--- config.mk ---
export PLATFORM = sky130hd
export DESIGN_NAME = dma_agen
export DESIGN_NICKNAME = d
export VERILOG_FILES = /design/src/rtl/dma_agen_pkg.sv /design/src/rtl/dma_agen_walk.sv /design/src/rtl/dma_agen_fetch.sv /design/src/rtl/dma_agen.sv
export SDC_FILE = /design/constraint.sdc
export NUM_CORES = 1
export LEC_CHECK = 0
export BUFFER_PORTS_ARGS = -buffer_cell sky130_fd_sc_hd__buf_4
export CAP_MARGIN = 10
export CORE_UTILIZATION = 40
export DETAILED_ROUTE_END_ITERATION = 10
export PLACE_DENSITY = 0.65
export SLEW_MARGIN = 20
export SYNTH_ARGS = -nofsm -noshare
export SYNTH_HDL_FRONTEND = slang
export SYNTH_SLANG_ARGS = --single-unit
--- constraint.sdc ---
create_clock -name clk -period 4.8 [get_ports clk]
set_clock_uncertainty 0.2 [all_clocks]
set_input_delay 0.96 -clock clk [delete_from_list [all_inputs] [get_ports clk]]
set_output_delay 0.96 -clock clk [all_outputs]
set_load 0.005 [all_outputs]
--- src/rtl/dma_agen_pkg.sv ---
package dma_agen_pkg;

  localparam int WORD_W      = 16;
  localparam int LINK_WORDS  = 9;
  localparam int ARRAY_WORDS = 6;

  typedef enum logic [1:0] {
    FLOW_STOP  = 2'd0,
    FLOW_AUTO  = 2'd1,
    FLOW_LINK  = 2'd2,
    FLOW_ARRAY = 2'd3
  } flow_e;

  typedef struct packed {
    logic [10:0] spare;
    logic        done_ie;
    logic        row_ie;
    flow_e       flow;
    logic        two_d;
  } chan_cfg_t;

  typedef enum logic [1:0] {
    ST_IDLE  = 2'd0,
    ST_RUN   = 2'd1,
    ST_FETCH = 2'd2
  } chan_st_e;

  typedef enum logic [3:0] {
    F_NEXT_LO, F_NEXT_HI, F_START_LO, F_START_HI, F_CFG,
    F_XCNT, F_XMOD, F_YCNT, F_YMOD, F_NONE
  } dfield_e;

  // Number of words in a descriptor of the given format.
  function automatic logic [3:0] desc_len(input logic linked);
    return linked ? 4'(LINK_WORDS) : 4'(ARRAY_WORDS);
  endfunction

  // Which parameter the word at a given offset carries.
  function automatic dfield_e field_at(input logic linked, input logic [3:0] idx);
    dfield_e f;
    f = F_NONE;
    if (linked) begin
      case (idx)
        4'd0: f = F_NEXT_LO;
        4'd1: f = F_NEXT_HI;
        4'd2: f = F_START_LO;
        4'd3: f = F_START_HI;
        4'd4: f = F_CFG;
        4'd5: f = F_XCNT;
        4'd6: f = F_XMOD;
        4'd7: f = F_YCNT;
        4'd8: f = F_YMOD;
        default: f = F_NONE;
      endcase
    end else begin
      case (idx)
        4'd0: f = F_START_LO;
        4'd1: f = F_CFG;
        4'd2: f = F_XCNT;
        4'd3: f = F_XMOD;
        4'd4: f = F_YCNT;
        4'd5: f = F_YMOD;
        default: f = F_NONE;
      endcase
    end
    return f;
  endfunction

endpackage

--- src/rtl/dma_agen_walk.sv ---
// Address walker: inner/outer counters and signed address stepping.
module dma_agen_walk
  import dma_agen_pkg::*;
#(
  parameter int AW = 32
) (
  input  logic              clk,
  input  logic              rst_n,
  input  logic              load,
  input  logic [AW-1:0]     ld_start,
  input  logic [WORD_W-1:0] ld_xcnt,
  input  logic [WORD_W-1:0] ld_xmod,
  input  logic [WORD_W-1:0] ld_ycnt,
  input  logic [WORD_W-1:0] ld_ymod,
  input  logic              ld_two_d,
  input  logic              step,
  output logic [AW-1:0]     addr,
  output logic              row_end,
  output logic              buf_end
);

  localparam int SW = WORD_W + 1;

  // Element span of a count field; zero stands for the full range.
  function automatic logic [SW-1:0] span(input logic [WORD_W-1:0] c);
    return (c == '0) ? {1'b1, {WORD_W{1'b0}}} : {1'b0, c};
  endfunction

  // Address plus a sign-extended step.
  function automatic logic [AW-1:0] adv(input logic [AW-1:0] a, input logic [WORD_W-1:0] m);
    logic [AW-1:0] ext;
    ext = {{(AW-WORD_W){m[WORD_W-1]}}, m};
    return a + ext;
  endfunction

  logic [AW-1:0]     base_q, addr_q;
  logic [WORD_W-1:0] xcnt_q, xmod_q, ycnt_q, ymod_q;
  logic              two_d_q;
  logic [SW-1:0]     xrem_q, yrem_q;

  assign row_end = (xrem_q == SW'(1));
  assign buf_end = row_end && (!two_d_q || (yrem_q == SW'(1)));
  assign addr    = addr_q;

  always_ff @(posedge clk) begin
    if (!rst_n) begin
      base_q  <= '0;
      addr_q  <= '0;
      xcnt_q  <= '0;
      xmod_q  <= '0;
      ycnt_q  <= '0;
      ymod_q  <= '0;
      two_d_q <= 1'b0;
      xrem_q  <= '0;
      yrem_q  <= '0;
    end else if (load) begin
      base_q  <= ld_start;
      addr_q  <= ld_start;
      xcnt_q  <= ld_xcnt;
      xmod_q  <= ld_xmod;
      ycnt_q  <= ld_ycnt;
      ymod_q  <= ld_ymod;
      two_d_q <= ld_two_d;
      xrem_q  <= span(ld_xcnt);
      yrem_q  <= span(ld_ycnt);
    end else if (step) begin
      if (buf_end) begin
        addr_q <= base_q;
        xrem_q <= span(xcnt_q);
        yrem_q <= span(ycnt_q);
      end else if (row_end) begin
        addr_q <= adv(addr_q, ymod_q);
        xrem_q <= span(xcnt_q);
        yrem_q <= yrem_q - SW'(1);
      end else begin
        addr_q <= adv(addr_q, xmod_q);
        xrem_q <= xrem_q - SW'(1);
      end
    end
  end

endmodule

--- src/rtl/dma_agen_fetch.sv ---
// Descriptor reader: one word per cycle, data returns a cycle later.
module dma_agen_fetch
  import dma_agen_pkg::*;
#(
  parameter int AW = 32
) (
  input  logic                 clk,
  input  logic                 rst_n,
  input  logic                 begin_i,
  input  logic [AW-1:0]        ptr_i,
  input  logic                 linked_i,
  input  logic [AW-WORD_W-1:0] page_i,
  output logic                 dm_rd,
  output logic [AW-1:0]        dm_addr,
  input  logic [WORD_W-1:0]    dm_rdata,
  output logic                 busy,
  output logic                 done,
  output logic [AW-1:0]        f_start,
  output logic [WORD_W-1:0]    f_cfg,
  output logic [WORD_W-1:0]    f_xcnt,
  output logic [WORD_W-1:0]    f_xmod,
  output logic [WORD_W-1:0]    f_ycnt,
  output logic [WORD_W-1:0]    f_ymod,
  output logic [AW-1:0]        f_next
);

  localparam int HW = AW - WORD_W;

  logic              busy_q, linked_q, cap_v_q, done_q;
  logic [AW-1:0]     ptr_q;
  logic [3:0]        iss_q, cap_idx_q, len;
  logic [WORD_W-1:0] nlo_q, slo_q, cfg_q, xc_q, xm_q, yc_q, ym_q;
  logic [HW-1:0]     nhi_q, shi_q;

  assign len     = desc_len(linked_q);
  assign dm_rd   = busy_q && (iss_q < len);
  assign dm_addr = ptr_q + AW'(iss_q);
  assign busy    = busy_q;
  assign done    = done_q;
  assign f_start = {shi_q, slo_q};
  assign f_cfg   = cfg_q;
  assign f_xcnt  = xc_q;
  assign f_xmod  = xm_q;
  assign f_ycnt  = yc_q;
  assign f_ymod  = ym_q;
  assign f_next  = linked_q ? {nhi_q, nlo_q} : ptr_q + AW'(len);

  always_ff @(posedge clk) begin
    if (!rst_n) begin
      busy_q    <= 1'b0;
      linked_q  <= 1'b0;
      cap_v_q   <= 1'b0;
      done_q    <= 1'b0;
      ptr_q     <= '0;
      iss_q     <= '0;
      cap_idx_q <= '0;
      nlo_q     <= '0;
      nhi_q     <= '0;
      slo_q     <= '0;
      shi_q     <= '0;
      cfg_q     <= '0;
      xc_q      <= '0;
      xm_q      <= '0;
      yc_q      <= '0;
      ym_q      <= '0;
    end else begin
      done_q <= 1'b0;
      if (!busy_q) begin
        if (begin_i) begin
          busy_q   <= 1'b1;
          ptr_q    <= ptr_i;
          linked_q <= linked_i;
          iss_q    <= '0;
          cap_v_q  <= 1'b0;
          shi_q    <= page_i;
        end
      end else begin
        if (dm_rd) iss_q <= iss_q + 4'd1;
        cap_v_q   <= dm_rd;
        cap_idx_q <= iss_q;
        if (cap_v_q) begin
          case (field_at(linked_q, cap_idx_q))
            F_NEXT_LO:  nlo_q <= dm_rdata;
            F_NEXT_HI:  nhi_q <= dm_rdata[HW-1:0];
            F_START_LO: slo_q <= dm_rdata;
            F_START_HI: shi_q <= dm_rdata[HW-1:0];
            F_CFG:      cfg_q <= dm_rdata;
            F_XCNT:     xc_q  <= dm_rdata;
            F_XMOD:     xm_q  <= dm_rdata;
            F_YCNT:     yc_q  <= dm_rdata;
            F_YMOD:     ym_q  <= dm_rdata;
            default: ;
          endcase
          if (cap_idx_q == len - 4'd1) begin
            busy_q <= 1'b0;
            done_q <= 1'b1;
          end
        end
      end
    end
  end

endmodule

--- src/rtl/dma_agen.sv ---
// Channel controller: start commands, completion flow and interrupts.
module dma_agen
  import dma_agen_pkg::*;
#(
  parameter int AW = 32
) (
  input  logic              clk,
  input  logic              rst_n,
  input  logic              go_reg,
  input  logic              go_desc,
  input  logic [AW-1:0]     go_ptr,
  input  logic              go_linked,
  input  logic [AW-1:0]     cfg_start,
  input  logic [WORD_W-1:0] cfg_word,
  input  logic [WORD_W-1:0] cfg_xcnt,
  input  logic [WORD_W-1:0] cfg_xmod,
  input  logic [WORD_W-1:0] cfg_ycnt,
  input  logic [WORD_W-1:0] cfg_ymod,
  input  logic              xfer,
  output logic [AW-1:0]     addr,
  output logic              running,
  output logic              fetching,
  output logic              irq_row,
  output logic              irq_done,
  output logic              dm_rd,
  output logic [AW-1:0]     dm_addr,
  input  logic [WORD_W-1:0] dm_rdata
);

  localparam int HW = AW - WORD_W;

  chan_st_e  st_q, st_d;
  chan_cfg_t cfg_q;
  logic [AW-1:0] next_q;
  logic [HW-1:0] page_q;
  logic          irq_row_q, irq_done_q;

  // Named internal events used by the checker.
  logic ev_step, ev_row_end, ev_buf_end, ev_chain;
  logic take_reg, take_desc;
  logic row_end, buf_end;

  // Fetch interface
  logic              f_begin, f_linked, f_busy, f_done;
  logic [AW-1:0]     f_ptr, f_start, f_next;
  logic [HW-1:0]     f_page;
  logic [WORD_W-1:0] f_cfg, f_xcnt, f_xmod, f_ycnt, f_ymod;

  // Walker load mux
  logic              w_load, w_two_d;
  logic [AW-1:0]     w_start;
  logic [WORD_W-1:0] w_xcnt, w_xmod, w_ycnt, w_ymod;

  assign running  = (st_q == ST_RUN);
  assign fetching = (st_q == ST_FETCH);

  assign take_reg   = (st_q == ST_IDLE) && go_reg;
  assign take_desc  = (st_q == ST_IDLE) && go_desc && !go_reg;
  assign ev_step    = running && xfer;
  assign ev_row_end = ev_step && row_end;
  assign ev_buf_end = ev_step && buf_end;
  assign ev_chain   = ev_buf_end && ((cfg_q.flow == FLOW_LINK) || (cfg_q.flow == FLOW_ARRAY));

  assign f_begin  = take_desc || ev_chain;
  assign f_ptr    = take_desc ? go_ptr : next_q;
  assign f_linked = take_desc ? go_linked : (cfg_q.flow == FLOW_LINK);
  assign f_page   = take_desc ? cfg_start[AW-1:WORD_W] : page_q;

  assign w_load  = take_reg || f_done;
  assign w_start = take_reg ? cfg_start : f_start;
  assign w_xcnt  = take_reg ? cfg_xcnt  : f_xcnt;
  assign w_xmod  = take_reg ? cfg_xmod  : f_xmod;
  assign w_ycnt  = take_reg ? cfg_ycnt  : f_ycnt;
  assign w_ymod  = take_reg ? cfg_ymod  : f_ymod;
  assign w_two_d = take_reg ? cfg_word[0] : f_cfg[0];

  assign irq_row  = irq_row_q;
  assign irq_done = irq_done_q;

  dma_agen_walk #(.AW(AW)) walk_u (
    .clk      (clk),
    .rst_n    (rst_n),
    .load     (w_load),
    .ld_start (w_start),
    .ld_xcnt  (w_xcnt),
    .ld_xmod  (w_xmod),
    .ld_ycnt  (w_ycnt),
    .ld_ymod  (w_ymod),
    .ld_two_d (w_two_d),
    .step     (ev_step),
    .addr     (addr),
    .row_end  (row_end),
    .buf_end  (buf_end)
  );

  dma_agen_fetch #(.AW(AW)) fetch_u (
    .clk      (clk),
    .rst_n    (rst_n),
    .begin_i  (f_begin),
    .ptr_i    (f_ptr),
    .linked_i (f_linked),
    .page_i   (f_page),
    .dm_rd    (dm_rd),
    .dm_addr  (dm_addr),
    .dm_rdata (dm_rdata),
    .busy     (f_busy),
    .done     (f_done),
    .f_start  (f_start),
    .f_cfg    (f_cfg),
    .f_xcnt   (f_xcnt),
    .f_xmod   (f_xmod),
    .f_ycnt   (f_ycnt),
    .f_ymod   (f_ymod),
    .f_next   (f_next)
  );

  always_comb begin
    st_d = st_q;
    case (st_q)
      ST_IDLE: begin
        if (take_reg)       st_d = ST_RUN;
        else if (take_desc) st_d = ST_FETCH;
      end
      ST_RUN: begin
        if (ev_buf_end) begin
          case (cfg_q.flow)
            FLOW_STOP: st_d = ST_IDLE;
            FLOW_AUTO: st_d = ST_RUN;
            default:   st_d = ST_FETCH;
          endcase
        end
      end
      ST_FETCH: begin
        if (f_done) st_d = ST_RUN;
      end
      default: st_d = ST_IDLE;
    endcase
  end

  always_ff @(posedge clk) begin
    if (!rst_n) begin
      st_q       <= ST_IDLE;
      cfg_q      <= '0;
      next_q     <= '0;
      page_q     <= '0;
      irq_row_q  <= 1'b0;
      irq_done_q <= 1'b0;
    end else begin
      st_q       <= st_d;
      irq_row_q  <= ev_row_end && cfg_q.two_d && cfg_q.row_ie;
      irq_done_q <= ev_buf_end && cfg_q.done_ie;
      if (take_reg) begin
        cfg_q  <= chan_cfg_t'(cfg_word);
        next_q <= go_ptr;
        page_q <= cfg_start[AW-1:WORD_W];
      end else if (take_desc) begin
        page_q <= cfg_start[AW-1:WORD_W];
      end else if (f_done) begin
        cfg_q  <= chan_cfg_t'(f_cfg);
        next_q <= f_next;
      end
    end
  end

endmodule

=== Word-level counts from Yosys, hierarchy flattened ===
Memories as Yosys holds them, arrays and structs flattened. A register that Yosys moved wholly into a read port is not among the register bits.
Index checks and enable logic that the tools add are counted.
Widths: inputs -> output; s select.

* Register bits after elaboration: 397
* Memory bits (read-only): 64
* Output and inout port bits: 69
* Word-level logic and storage cells: 179
* Memories kept: 1

{| class="wikitable"
|+ Memories
! name !! words !! bits a word !! read ports !! clocked after memory_dff !! wr ports !! line !! text
|-
| (name not given) || 16 || 4 || 1 || 1 || 0 || dma_agen_pkg.sv:43 || <nowiki>case (idx)</nowiki>
|}

* $add $sub $neg: 8
* Magnitude comparators: 1
* Equal/unequal tests: 28
* Muxes and demuxes: 61
* Bitwise gates (word level): 1
* Reductions and logical operators: 45

{| class="wikitable"
|+ Operators by type and width
! cell !! count
|-
| $mux 32 || 10
|-
| $mux 17 || 12
|-
| $mux 16 || 10
|-
| $add 32x32->32 || 2
|-
| $add 32x4->32 || 2
|-
| $logic_not 16->1 || 4
|-
| $mux 4 || 10
|-
| $eq 17x1->1 const B || 2
|-
| $sub 17x1->17 const B || 2
|-
| $reduce_and 3->1 || 11
|-
| $eq 4x3->1 const B || 6
|-
| $pmux 4 s6 || 1
|-
| $eq 4x2->1 const B || 4
|-
| $mux 5 || 3
|-
| $logic_and 1x1->1 || 12
|-
| $mux 1 || 9
|-
| $eq 4x1->1 const B || 2
|-
| $logic_not 4->1 || 2
|-
| $mux 2 || 4
|-
| $ne 2x2->1 const B || 4
|-
| $reduce_and 2->1 || 4
|-
| $eq 2x2->1 const B || 3
|-
| $pmux 2 s3 || 1
|-
| $reduce_bool 2->1 || 3
|-
| other kinds (14) || 21
|}

=== Logic depth before layout (Yosys ltp) ===
* Depth after elaboration: 10
* Depth in mapped cells: 21
* Gate-level depth less buffers: 18

=== By module ===
From an unflattened synthesis, not the netlist that was laid out.

* Cells, all modules: 3030
* Area total of the unflattened synthesis: 23358.7 um^2

{| class="wikitable"
|+ Modules (own cells, without submodules)
! module !! instances !! cells each !! area each (um^2) !! seq. area each (um^2)
|-
| dma_agen_fetch || 1 || 1129 || 9616.7 || 3843.7
|-
| dma_agen_walk || 1 || 1214 || 9328.9 || 3263.1
|-
| dma_agen || 1 || 687 || 4413.0 || 1141.1
|}

=== Worst setup path before layout ===
Ideal clock, no wire load.

* Path kind: register -> register
* From: reg walk_u.xrem_q[2]
* To: reg walk_u.addr_q[28] (netlist: walk_u.addr[28])
* Library setup time: 0.087 ns
* Arrival time: 4.374 ns
* Slack: 0.139 ns
* Cell stages (with the launch flop): 20
* Clock period less this slack: 4.661 ns
* Path through: dfxtp_1 or4_4 nor3_4 nand4_1 clkbuf_1 clkbuf_1 clkbuf_1 nand2_1 nand2_1 ha_1 clkbuf_2 a21o_1 a311oi_1 nor2_1 o41ai_2 o41ai_2 o31ai_1 o2111ai_1 xnor2_1 o31ai_1

* Word-level cells in the longest chain between the ends: 5
* Elaborated cells between the ends (all ways): 6
* Classes of those cells: 1 x eq/ne; 4 x mux; 1 x reduce/logical

{| class="wikitable"
|+ RTL lines
! item !! line !! text
|-
| start: declaration || dma_agen_walk.sv:39 || <nowiki>logic [SW-1:0] xrem_q, yrem_q;</nowiki>
|-
| start signal: assignment || dma_agen_walk.sv:64 || <nowiki>xrem_q <= span(ld_xcnt);</nowiki>
|-
| start signal: assignment || dma_agen_walk.sv:69 || <nowiki>xrem_q <= span(xcnt_q);</nowiki>
|-
| start signal: assignment || dma_agen_walk.sv:73 || <nowiki>xrem_q <= span(xcnt_q);</nowiki>
|-
| $eq 17x1->1 (*) || dma_agen_walk.sv:41 || <nowiki>assign row_end = (xrem_q == SW'(1));</nowiki>
|-
| $mux 32 / $logic_and 1x1->1 (equally long branches) || dma_agen_walk.sv:71, dma_agen_walk.sv:42 ||
|-
| $mux 32 (*) || dma_agen_walk.sv:67 || <nowiki>if (buf_end) begin</nowiki>
|-
| $mux 32 (*) || dma_agen_walk.sv:66 || <nowiki>end else if (step) begin</nowiki>
|-
| $mux 32 (*) || dma_agen_walk.sv:56 || <nowiki>end else if (load) begin</nowiki>
|-
| end signal: assignment || dma_agen_walk.sv:58 || <nowiki>addr_q <= ld_start;</nowiki>
|-
| end signal: assignment || dma_agen_walk.sv:68 || <nowiki>addr_q <= base_q;</nowiki>
|-
| end signal: assignment || dma_agen_walk.sv:72 || <nowiki>addr_q <= adv(addr_q, ymod_q);</nowiki>
|-
| end: declaration || dma_agen_walk.sv:36 || <nowiki>logic [AW-1:0] base_q, addr_q;</nowiki>
|}

Every way passes the cells marked *; elsewhere a longest branch is shown, timed or not. The select of a mux whose other input is x is not followed.
A chain may end at the register's enable or synchronous reset.

=== Worst setup path in the final report ===
* From: reg fetch_u.ptr_q[0]
* To: out dm_addr[30]

* Word-level cells in the longest chain between the ends: 1

{| class="wikitable"
|+ RTL lines
! item !! line !! text
|-
| start: declaration || dma_agen_fetch.sv:30 || <nowiki>logic [AW-1:0] ptr_q;</nowiki>
|-
| start signal: assignment || dma_agen_fetch.sv:71 || <nowiki>ptr_q <= ptr_i;</nowiki>
|-
| $add 32x4->32 || dma_agen_fetch.sv:37 || <nowiki>assign dm_addr = ptr_q + AW'(iss_q);</nowiki>
|-
| end: declaration || dma_agen.sv:26 || <nowiki>output logic [AW-1:0] dm_addr,</nowiki>
|}

Every way passes these cells.

==> results.txt <==
Via Count - 20189
Minimum clock period - 4.64 ns
Reg clk slew, reported paths - 0.06 ns
Vias in the first global route - 19269
Critical path required time - 3.64 ns
Status - finished, final reports clean
Dpl cells - 3383
Drt via density - 5.82
Initial Utilization - 40.5%
Root buffer cell - clkbuf_16
Hold path depth - 2
DP HPWL - 51000 um
Power Density - 462 nW/um^2
Seq/Total Area, Yosys - 37.8%
Max cap viols - 0
Post-synth EDFFs - 0
Critical path, cell by cell - ha_1, inv_1, fa_1, nor2b_1, o21ai_1, a21oi_2, and3_4, nand3_1, or2_4, nand2b_2, nor2_1, xor2_1, buf_4
Die area - 54100 um^2
Setup-failing EPs final - 0
R2r worst-path depth - 16
Top Ports - 235
Async SR Flop Fraction - 0%
Nets - 2957
Cts bufs inserted - 45
Crit-path max cell delay - 0.45 ns
Hold path startpoint - cfg_q[4]
Tcrit/Tclk final - 96.7%
# port buffers - 223
Largest net degree at the start of global routing - 145
Initial antenna violation count - 2
Main flop type after synthesis - dfxtp_1
Pleak - 10.1 nW
Finished Core Util - 47.8%
Worst-margin pin slew - 0.991 ns
CTS H-Tree Depth - 2
Synthesized Nets - 2827
Cell taking the most area after synthesis - dfxtp_1
Post-Route WL - 74400 um
Critical setup path kind - flop to primary output
Ys Warns - 0
Share of layout cells above drive strength 1 - 15.0%
Post-synth top area share - 37.8%
HP Class - flop to flop
Layout Cells excl Fill - 3466
Overall routing resource usage - 26.9%
Post-synth cell types - 79
Slowest cell on crit path - fa_1
Routed wire per std cell - 21.5 um
Clock sink count - 401
Drt drc - 0
FF-to-FF End - walk_u.addr[21]
Post-Synthesis Cells - 2612
Core box area - 52600 um^2
Post-Syn Area - 21300 um^2
Crit-path max FO - 5
Critical path endpoint category - primary output
CP arrival - 3.48 ns
GRT Residual Overflow - 0
Filler cells - 5048
Hold-fix buffers, CTS - 0
Clk buf depth - 3
Post-CTS Setup Bufs - 0
FMAX - 215 MHz
Avg Inst Size Synth - 8.14 um^2
Fin. max-slew vios - 0
Setup crit start kind - flop
Post-Route Setup TNS - 0 ns
Clk Latency, worst-skew pair - 0.58 ns
First-pass GRT wire length - 113000 um
Register-to-register setup slack - 0.24 ns
Initial drt markers - 1872
Total power - 11.6 mW
Die Y - 233 um
First drt pass iteration count - 5
Reg2Reg Launch Point - walk_u.xrem_q[3]
Peak supply drop - 0.259 mV
Number of synthesized register bits - 401
Slew HR - 33.7%
CTS tree - done
Hold Path End - irq_done
Row cnt - 84
Top cells by area, synth - dfxtp_1, mux2i_1, nor2_1
Area delta synth->final - 18.1%
Die span in x - 233 um
DRT antenna net count - 0
Placer Congestion - 0.952
Fin. Hold Viols - 0
[power breakdown]
| part | leakage [nW] | internal (mW) | switching [mW] | total (mW) |
|---|---|---|---|---|
| Sequential | 3.28 | 3.81 | 0.458 | 4.27 |
| Combinational | 6.02 | 1.50 | 2.23 | 3.73 |
| Clock | 0.758 | 2.15 | 1.45 | 3.60 |
| Total | 10.1 | 7.45 | 4.14 | 11.6 |
[state kept, by name, indices dropped and copies added (netlist names), 17 cells and up, named ones only]
register / flops
walk_u.addr: 32
walk_u.base_q: 32
next_q: 32
walk_u.yrem_q: 17
walk_u.xrem_q: 17
fetch_u.ptr_q: 32
[cell type report]
cell class / count / area, um^2 / area share [%]
tap: 688 / 861 / 3.43
multi-input combinational: 1965 / 12300 / 49.0
antenna: 1 / 2.50 / 0.00997
clock buffer: 62 / 1290 / 5.14
inverter: 38 / 150 / 0.598
timing repair buffer: 291 / 2230 / 8.90
sequential: 401 / 8040 / 32.0
clock inverter: 20 / 238 / 0.947
[repair_timing]
item	4_1_cts	5_1_grt
pin swaps	1	1
endpoints found under the setup margin	3	7
resized for setup	5	6
cloned	0	0
hold endpoints to repair	0	0
[synthesized netlist by cell type, types with 15 or more instances]
cell / count
o221ai_1: 21
nand3_1: 56
nor2_1: 376
dfxtp_1: 401
o211ai_1: 34
mux2i_1: 238
xor2_1: 51
o21ai_0: 177
and3_1: 22
a211oi_1: 95
nor4_1: 33
clkbuf_1: 157
xnor2_1: 58
nor3_1: 32
buf_1: 19
nand2_1: 256
nand2b_1: 23
ha_1: 46
nand4_1: 15
buf_2: 23
a21oi_1: 213
inv_1: 36
[kinds of logic (layout without fill, tap and decap cells)]
| logic type | after synthesis | in the layout | synth area share, % |
|---|---|---|---|
| multiplexers | 240 | 240 | 11.3 |
| other | 0 | 1 | 0 |
| XOR/XNOR | 109 | 109 | 4.49 |
| AO/OA/AOI/OAI | 693 | 693 | 20.6 |
| adder cells (fa/ha/maj) | 49 | 49 | 2.99 |
| buffers and inverters | 246 | 411 | 4.64 |
| AND/OR/NAND/NOR | 874 | 874 | 18.2 |
| flip-flops | 401 | 401 | 37.8 |
[how the worst max path moves through the flow]
stage                                  to             start  depth (start not counted)
final                         dm_addr[30]  fetch_u.ptr_q[0]                         13
after global placement    walk_u.addr[28]  walk_u.xrem_q[3]                         17
after floorplan           walk_u.addr[28]  walk_u.xrem_q[2]                         19
after global routing          dm_addr[28]  fetch_u.ptr_q[0]                         13
after detailed placement  walk_u.addr[26]  walk_u.xrem_q[3]                         19
after CTS                     dm_addr[30]  fetch_u.ptr_q[0]                         13
[per-layer routing]
layer	wire length, um	vias up	GRT usage, %	share of wire, %
li1	-	9573	-	-
met3	4990	135	3.04	6.7
met5	13	-	0	0.017
met4	2870	2	11.3	3.9
met1	31900	9658	35.8	43
met2	34600	821	44.0	46
[metrics by stage]
stage / hold WS [ns] / setup WS, ns / cell area (um^2)
4_1_cts: 0.246 / 0.00871 / 25100
3_3_place_gp: 0.237 / 0.203 / 23500
5_1_grt: 0.272 / -0.00166 / 25100
2_1_floorplan: 0.222 / 0.139 / 21300
6_report: 0.243 / 0.157 / 25100
3_5_place_dp: 0.239 / 0.223 / 23500
[layout by cell type, fill, tap and decap left out, types with 46 or more instances in the layout]
cell      instances
ha_1             46
o21ai_0         173
nand2_1         256
nand3_1          56
a211oi_1         95
mux2i_1         238
nor2_1          374
buf_4           287
xnor2_1          58
xor2_1           51
dfxtp_1         397
a21oi_1         212
[worst max-delay path, delay by kind of cell (launching register included)]
family	cells	cell delay [ns]
adders and majority gates	2	0.63
AOI/OAI and AO/OA	2	0.36
DFF	1	0.37
xor gates and xnor gates	1	0.20
buffers and inverters	2	0.20
and+or+nand+nor	6	1.15
Power figures use the tool's default switching activity.
